**src/rtl/vic_pkg.sv**
```systemverilog
package vic_pkg;

    // Configuration register contents (two live bits)
    typedef struct packed {
        logic float_idle;  // 1: pad released while nothing pending
        logic act_high;    // 1: active-high request
    } vic_cfg_t;

    localparam vic_cfg_t VIC_CFG_RESET = '{float_idle: 1'b1, act_high: 1'b0};

endpackage

```
**src/rtl/vic_sync.sv**
```systemverilog
module vic_sync #(
    parameter int NUM    = 4,
    parameter int STAGES = 2
) (
    input  logic           clk,
    input  logic           rst_n,
    input  logic [NUM-1:0] flag_i,
    output logic [NUM-1:0] toggle_o
);

    typedef struct packed {
        logic [STAGES-1:0][NUM-1:0] pipe;
        logic [NUM-1:0]             prev;
    } sync_st_t;

    sync_st_t st_d, st_q;

    always_comb begin
        st_d         = st_q;
        st_d.pipe[0] = flag_i;
        for (int s = 1; s < STAGES; s++) begin
            st_d.pipe[s] = st_q.pipe[s-1];
        end
        st_d.prev    = st_q.pipe[STAGES-1];
    end

    always_ff @(posedge clk or negedge rst_n) begin
        if (!rst_n) begin
            st_q <= '0;
        end else begin
            st_q <= st_d;
        end
    end

    assign toggle_o = st_q.pipe[STAGES-1] ^ st_q.prev;

    // a synchronized flag that has just changed produces a single-cycle toggle pulse
    a_r5_single_pulse: assert property (@(posedge clk) disable iff (!rst_n)
        (toggle_o != '0) |=> ((toggle_o & $past(toggle_o)) == '0 || $past(flag_i) != flag_i
                              || $past(st_q.pipe[0]) != st_q.pipe[0]));

endmodule

```
**src/rtl/vic_status.sv**
```systemverilog
module vic_status #(
    parameter int NUM = 4
) (
    input  logic           clk,
    input  logic           rst_n,
    input  logic [NUM-1:0] set_i,
    input  logic [NUM-1:0] clr_i,
    output logic [NUM-1:0] sts_o
);

    typedef struct packed {
        logic [NUM-1:0] sticky;
    } sts_st_t;

    sts_st_t st_d, st_q;

    always_comb begin
        st_d = st_q;
        for (int i = 0; i < NUM; i++) begin
            if (set_i[i]) begin
                st_d.sticky[i] = 1'b1;          // set wins over clear
            end else if (clr_i[i]) begin
                st_d.sticky[i] = 1'b0;
            end
        end
    end

    always_ff @(posedge clk or negedge rst_n) begin
        if (!rst_n) begin
            st_q <= '{sticky: '1};
        end else begin
            st_q <= st_d;
        end
    end

    assign sts_o = st_q.sticky;

    for (genvar g = 0; g < NUM; g++) begin : g_chk
        a_r5_toggle_sets: assert property (@(posedge clk) disable iff (!rst_n)
            set_i[g] |=> sts_o[g]);
        a_r7_set_beats_clear: assert property (@(posedge clk) disable iff (!rst_n)
            (set_i[g] && clr_i[g]) |=> sts_o[g]);
        a_r6_clear_one: assert property (@(posedge clk) disable iff (!rst_n)
            (clr_i[g] && !set_i[g]) |=> !sts_o[g]);
        a_r6_hold: assert property (@(posedge clk) disable iff (!rst_n)
            (!clr_i[g] && !set_i[g]) |=> $stable(sts_o[g]));
    end

endmodule

```
**src/rtl/vic_regif.sv**
```systemverilog
module vic_regif
    import vic_pkg::*;
#(
    parameter int          ADDR_W   = 8,
    parameter int          DATA_W   = 8,
    parameter int          NUM      = 4,
    parameter int          STS_LSB  = 2,
    parameter logic [7:0]  CFG_ADDR = 8'h0C,
    parameter logic [7:0]  STS_ADDR = 8'h0D
) (
    input  logic              clk,
    input  logic              rst_n,
    input  logic [ADDR_W-1:0] addr_i,
    input  logic              wr_i,
    input  logic [DATA_W-1:0] wdata_i,
    input  logic [NUM-1:0]    sts_i,
    output vic_cfg_t          cfg_o,
    output logic [NUM-1:0]    clr_o,
    output logic [DATA_W-1:0] rdata_o
);

    localparam int CFG_W = $bits(vic_cfg_t);

    typedef struct packed {
        vic_cfg_t cfg;
    } reg_st_t;

    reg_st_t st_d, st_q;
    logic    hit_cfg, hit_sts;
    logic    unused_wdata;

    assign hit_cfg      = (addr_i == ADDR_W'(CFG_ADDR));
    assign hit_sts      = (addr_i == ADDR_W'(STS_ADDR));
    assign unused_wdata = ^wdata_i;

    always_comb begin
        st_d = st_q;
        if (wr_i && hit_cfg) begin
            st_d.cfg = vic_cfg_t'(wdata_i[CFG_W-1:0]);
        end
    end

    always_ff @(posedge clk or negedge rst_n) begin
        if (!rst_n) begin
            st_q <= '{cfg: VIC_CFG_RESET};
        end else begin
            st_q <= st_d;
        end
    end

    always_comb begin
        clr_o = '0;
        if (wr_i && hit_sts) begin
            clr_o = wdata_i[STS_LSB +: NUM];
        end
    end

    always_comb begin
        rdata_o = '0;
        if (hit_cfg) begin
            rdata_o[CFG_W-1:0] = st_q.cfg;
        end else if (hit_sts) begin
            rdata_o[STS_LSB +: NUM] = sts_i;
        end
    end

    assign cfg_o = st_q.cfg;

    // a configuration write keeps only the live bits
    a_r8_cfg_write: assert property (@(posedge clk) disable iff (!rst_n)
        (wr_i && hit_cfg) |=> (cfg_o == vic_cfg_t'($past(wdata_i[CFG_W-1:0]))));
    // writes elsewhere leave the configuration alone
    a_r9_cfg_keep: assert property (@(posedge clk) disable iff (!rst_n)
        !(wr_i && hit_cfg) |=> $stable(cfg_o));

endmodule

```
**src/rtl/vic_pin.sv**
```systemverilog
module vic_pin
    import vic_pkg::*;
(
    input  vic_cfg_t cfg_i,
    input  logic     pending_i,
    output logic     out_o,
    output logic     oe_o
);

    always_comb begin
        out_o = pending_i ^ ~cfg_i.act_high;
        oe_o  = pending_i | ~cfg_i.float_idle;
    end

endmodule

```
**src/rtl/vld_irq_unit.sv**
```systemverilog
module vld_irq_unit
    import vic_pkg::*;
#(
    parameter int         NUM_DIFF    = 2,
    parameter int         NUM_CMOS    = 2,
    parameter int         SYNC_STAGES = 2,
    parameter int         STS_LSB     = 2,
    parameter logic [7:0] CFG_ADDR    = 8'h0C,
    parameter logic [7:0] STS_ADDR    = 8'h0D
) (
    input  logic                clk,
    input  logic                rst_n,
    input  logic [7:0]          reg_addr,
    input  logic                reg_wr,
    input  logic [7:0]          reg_wdata,
    output logic [7:0]          reg_rdata,
    input  logic [NUM_DIFF-1:0] diff_vld,
    input  logic [NUM_CMOS-1:0] cmos_vld,
    output logic                irq_out,
    output logic                irq_oe
);

    localparam int NUM = NUM_DIFF + NUM_CMOS;

    logic [NUM-1:0] flags, toggles, clr, sts;
    vic_cfg_t       cfg;
    logic           pending;

    // CMOS flags occupy the low status bits, differential flags the high ones
    assign flags   = {diff_vld, cmos_vld};
    assign pending = |sts;

    vic_sync #(.NUM(NUM), .STAGES(SYNC_STAGES)) u_sync (
        .clk      (clk),
        .rst_n    (rst_n),
        .flag_i   (flags),
        .toggle_o (toggles)
    );

    vic_status #(.NUM(NUM)) u_status (
        .clk   (clk),
        .rst_n (rst_n),
        .set_i (toggles),
        .clr_i (clr),
        .sts_o (sts)
    );

    vic_regif #(
        .ADDR_W   (8),
        .DATA_W   (8),
        .NUM      (NUM),
        .STS_LSB  (STS_LSB),
        .CFG_ADDR (CFG_ADDR),
        .STS_ADDR (STS_ADDR)
    ) u_regif (
        .clk     (clk),
        .rst_n   (rst_n),
        .addr_i  (reg_addr),
        .wr_i    (reg_wr),
        .wdata_i (reg_wdata),
        .sts_i   (sts),
        .cfg_o   (cfg),
        .clr_o   (clr),
        .rdata_o (reg_rdata)
    );

    vic_pin u_pin (
        .cfg_i     (cfg),
        .pending_i (pending),
        .out_o     (irq_out),
        .oe_o      (irq_oe)
    );

    // a set status bit drives the pad at the active level
    a_r10_pending_drives: assert property (@(posedge clk) disable iff (!rst_n)
        (sts != '0) |-> (irq_oe && irq_out == cfg.act_high));
    // idle pad either floats or drives the inactive level
    a_r3_idle_level: assert property (@(posedge clk) disable iff (!rst_n)
        (sts == '0 && irq_oe) |-> (irq_out != cfg.act_high));
    // unmapped addresses read as zero
    a_r9_unmapped_zero: assert property (@(posedge clk) disable iff (!rst_n)
        (reg_addr != CFG_ADDR && reg_addr != STS_ADDR) |-> (reg_rdata == 8'h00));
    // reserved status bits read zero
    a_r8_sts_reserved: assert property (@(posedge clk) disable iff (!rst_n)
        (reg_addr == STS_ADDR) |-> (reg_rdata[7:6] == 2'b00 && reg_rdata[1:0] == 2'b00));

endmodule

```
**config.mk**
```make
export PLATFORM = sky130hd
export DESIGN_NAME = vld_irq_unit
export DESIGN_NICKNAME = d
export VERILOG_FILES = /design/src/rtl/vic_pkg.sv /design/src/rtl/vic_sync.sv /design/src/rtl/vic_status.sv /design/src/rtl/vic_regif.sv /design/src/rtl/vic_pin.sv /design/src/rtl/vld_irq_unit.sv
export SDC_FILE = /design/constraint.sdc
export NUM_CORES = 1
export LEC_CHECK = 0
export BUFFER_PORTS_ARGS = -buffer_cell sky130_fd_sc_hd__buf_2
export CAP_MARGIN = 20
export CORE_ASPECT_RATIO = 1.2
export CORE_UTILIZATION = 34
export CTS_CLUSTER_SIZE = 16
export DETAILED_ROUTE_END_ITERATION = 16
export GPL_TIMING_DRIVEN = 0
export SYNTH_ARGS = -nofsm -noshare
export SYNTH_HDL_FRONTEND = slang
export SYNTH_SLANG_ARGS = --single-unit
export TNS_END_PERCENT = 5
```
**constraint.sdc**
```tcl
create_clock -name clk -period 1.2 [get_ports clk]
set_clock_uncertainty 0.15 [all_clocks]
set_input_delay 0.12 -clock clk [delete_from_list [all_inputs] [get_ports clk]]
set_output_delay 0.12 -clock clk [all_outputs]
set_load 0.05 [all_outputs]
```
Word level (Yosys, flattened, before mapping)

Index checks and enable logic that the tools add are counted.

Register bits after elaboration: 18
Input bits: 23
Output and inout bits: 10
Logic and storage cells: 35

Equality and inequality tests: 2
Muxes and demuxes: 12
Bitwise operators: 5
Reductions and logical operators: 7

Operators with widths:

| operator           | count |
|---|---|
| $eq 8x4->1 const B | 2 |
| $mux 4             | 3 |
| $mux 1             | 8 |
| $reduce_bool 2->1  | 4 |
| $reduce_or 4->1    | 1 |
| $xor 4x4->4        | 1 |
| $logic_and 1x1->1  | 2 |
| $mux 2             | 1 |
| $not 1->1          | 2 |
| $or 1x1->1         | 1 |
| $xor 1x1->1        | 1 |

Longest topological paths before layout

Word-level depth: 5
Mapped depth: 3
Gate-level depth less buffers: 3

By module

From an unflattened synthesis, not the netlist that was laid out.

Cell total of the unflattened synthesis: 56
Area, all modules: 726.9 um^2

By module, submodules not included:

| module       | instances | cells each | area an instance (um^2) | seq. area each (um^2) |
|---|---|---|---|---|
| vic_sync     | 1         | 16         | 335.3                   | 300.3 |
| vic_regif    | 1         | 25         | 219.0                   | 51.3 |
| vic_status   | 1         | 12         | 150.1                   | 105.1 |
| vic_pin      | 1         | 2          | 15.0                    | 0.0 |
| vld_irq_unit | 1         | 1          | 7.5                     | 0.0 |

Worst setup path before layout

Ideal clock, no wire load.

Path type: register to output
From: register u_status.st_q, in the netlist u_status.sts_o[2]
To: output port irq_out
Data arrival time: 1.526 ns
Data required time: 0.930 ns
Setup slack: -0.596 ns
Cell stages (with the launch flop): 3
Buffers on the path: 0
Cell sequence: dfstp_2 -> nor4_1 -> xor2_1

Longest elaborated chain between the ends: 2

RTL lines:

| item                   | RTL line           | text |
|---|---|---|
| from (decl)            | vic_status.sv:15   | `sts_st_t st_d, st_q;` |
| from (signal assigned) | vic_status.sv:30   | `st_q <= '{sticky: '1};` |
| from (signal assigned) | vic_status.sv:32   | `st_q <= st_d;` |
| $reduce_or 4->1        | vld_irq_unit.sv:31 | `assign pending = \|sts;` |
| $xor 1x1->1            | vic_pin.sv:11      | `out_o = pending_i ^ ~cfg_i.act_high;` |
| to (decl)              | vld_irq_unit.sv:19 | `output logic irq_out,` |

Every way passes these cells.

Worst setup path in the final report

Ends and elaborated chain as after synthesis.

==> flow_summary_export.csv <==
group,metric,value,unit
critical_path,critPathRequiredTime,930,ps
sta,setup_slack,-459,ps
placed_design,dp_hpwl,906,microns
synthesis,syn_area,717,sq um
outcome,status,"complete, but fails checks",
pwr,leakage,0.529,nW
route,drt-pass1-iter-count,9,
route,wl_met3,72,microns
grt,grt_pass1_wl,2.10,mm
floorplanning,core_area,1910,sq um
final_layout,layout_commonest_cell,"buf_2",
placed_design,dpl_cell_area,892,sq um
sta,final-max-slew-violation-count,0,
clock_network,clk_latency,290,ps
floorplanning,die_y,52.3,microns
sta,hold_violations,0,
grt,groute.usage.overall,12.8,%
clock_network,cts_buffers,3,
final_layout,drive_above_1_share,46.5,%
pwr,power.total,1.08,mW
critical_path,startpoint,"u_status.sts_o[2]",
grt,grt_pass1_vias,513,
floorplanning,rows,17,
synthesis,synth_ff_type,"dfrtp_1",
placed_design,dp_slack,-718,ps
synthesis,synth.avg_cell_area,12.6,sq um
route,drt-met1-wl,497,microns
synthesis,yosys-top-cells-area,"dfrtp_1, dfstp_2, xor2_1",
sta,setup_viol,10,
synthesis,synth_edf_count,0,
clock_network,path_clk_slew,100,ps
clock_network,cts.sinks,18,
placed_design,routabilityCongestion,0.650,
floorplanning,ios,33,
floorplanning,dieWidth,43.9,microns
route,drtIter0Drc,6,
critical_path,endpoint_kind,"primary output",
grt,grt_max_degree,19,
route,wl_per_cell,10.9,microns
clock_network,cts-root-buf,"clkbuf_4",
sta,period_share,138,%
clock_network,cts_setup_buffers,0,
critical_path,crit_path_start_kind,"flip-flop",
clock_network,cts_buffer_depth,2,
sta,fin_crit,1660,ps
final_layout,final_cell_area,1120,sq um
route,route.met2.wl,708,microns
critical_path,r2r_end,"u_status.sts_o[1]",
grt,grt_overflow,0,
clock_network,tritoncts,"built",
final_layout,final_cell_mix,"buf_2, dfrtp_1, dlygate4sd3_1",
route,wl,1.31,mm
placed_design,portBuffers,28,
critical_path,cp.arrival,1390,ps
synthesis,yosysUniqueCellTypes,17,
route,ant_nets,0,
critical_path,critical_path_class,"reg2out",
pwr,power.density,970,nW/um^2
final_layout,n_antenna_cell,0,
synthesis,synth_top_cell_area_share,45.4,%
flow_run,drv_cap,0,
route,viasPerCell,4.62,
clock_network,htree_levels,1,
outcome,violations,"DRC, setup timing",
critical_path,ff2ff_setup_slack,190,ps
final_layout,multi_input_area,287,sq um
synthesis,synth_seq_cells,18,
critical_path,rr_worst_depth,3,
final_layout,fin_util,58.4,%
synthesis,ys_seq_area_share,63.7,%
synthesis,synth_area_leader_cell,"dfrtp_1",
final_layout,final_nets,125,
floorplanning,start_util,37.5,%
min_path,worst_hold_path_type,"in2reg",
sta,fmax,603,MHz
synthesis,ys_warn_count,0,
route,num_vias,554,
critical_path,rr_startpoint,"u_sync.st_d[1]",
synthesis,postSynthCellCount,57,
route,route.detailed.drc,3,
synthesis,ys_async_sr_fraction,100,%
pwr,vdd_drop_max,0.887,mV
final_layout,seq_area,457,sq um
floorplanning,die_area,2300,sq um
final_layout,fillers,164,
final_layout,syn2layout_area_growth,56.0,%
sta,rsz0062_at_grt,"true",
sta,hold-worst-slack,79.5,ps
route,highest_layer,"met4",
critical_path,crit_fanout,3,
grt,antenna_found_initial,0,
critical_path,cp-endpoint,"irq_out",
## routing by layer
metal | track usage, % | up-vias
li1 | - | 271
met1 | 12.1 | 254
met2 | 25.1 | 25
met3 | 1.03 | 4
met4 | 9.09 | 0
met5 | 0 | -
## cell families (layout without fill, tap and decap cells)
logic type / Yosys count / in the layout / synth area share, %
xor gates and xnor gates: 5 / 5 / 6.11
other: 1 / 2 / 0.523
DFF: 18 / 18 / 63.7
and+or+nand+nor: 24 / 24 / 20.1
buffers and inverters: 3 / 46 / 2.62
AOI/OAI and AO/OA: 4 / 4 / 2.79
muxes: 2 / 2 / 4.19
## where the power goes
group          total (mW)  internal (mW)  switching (mW)
registers           0.645          0.632          0.0126
logic               0.141         0.0758          0.0650
clock network       0.299          0.129           0.170
total                1.08          0.837           0.248
## Yosys cell counts (all sizes together) (2+ instances only)
cell,number
a21oi,4
and2,6
buf,2
dfrtp,13
dfstp,5
mux2,2
nand2,2
nor2,6
nor2b,4
nor4,2
xor2,5
## worst max-delay path, cell delays in order, from the launching register on
cell     delay [ps]
dfstp_2         400
nor4_4          370
xor2_2          170
buf_6           170
## worst min-delay path by stage
| stage | endpoint | cells after the start | slack (ps) | start |
|---|---|---|---|---|
| 4_1_cts | u_status.sts_o[3] | 4 | 70 | reg_wr |
| 2_1_floorplan | u_regif.cfg_o[0] | 0 | -330 | rst_n |
| 6_report | u_status.sts_o[3] | 4 | 80 | reg_wr |
| 3_3_place_gp | u_sync.st_d[10] | 1 | -90 | rst_n |
| 3_5_place_dp | u_sync.st_d[11] | 1 | -90 | rst_n |
| 5_1_grt | u_status.sts_o[1] | 4 | 100 | reg_wr |
## flip-flops by register name, indices dropped and copies added (netlist names)
name and cells:
u_status.sts_o 4, u_sync.st_d 8, u_regif.cfg_o 2, u_sync.st_q 4
## layout make-up
class,count,share of cell area (%)
tap,19,2.13
multi-input combinational,37,25.6
timing repair buffer,39,27.4
buffer,2,1.34
sequential,18,40.8
inverter,1,0.336
clock buffer,4,2.35
## stage by stage
step / setup TNS (ps) / instances
floorplan: -4480 / 58
global placement: -6410 / 105
detailed placement: -6580 / 105
CTS: -3840 / 120
global route: -4050 / 120
finish: -3590 / 120
## repair_timing
| item | in CTS | in global routing |
|---|---|---|
| hold endpoints to repair | 28 | 0 |
| setup endpoints to repair | 14 | 10 |
| gates cloned | 0 | 0 |
| pin swaps | 2 | 3 |
| resized for setup | 22 | 1 |
| hold buffers | 11 | 0 |
(Power assumes the default switching activity.)
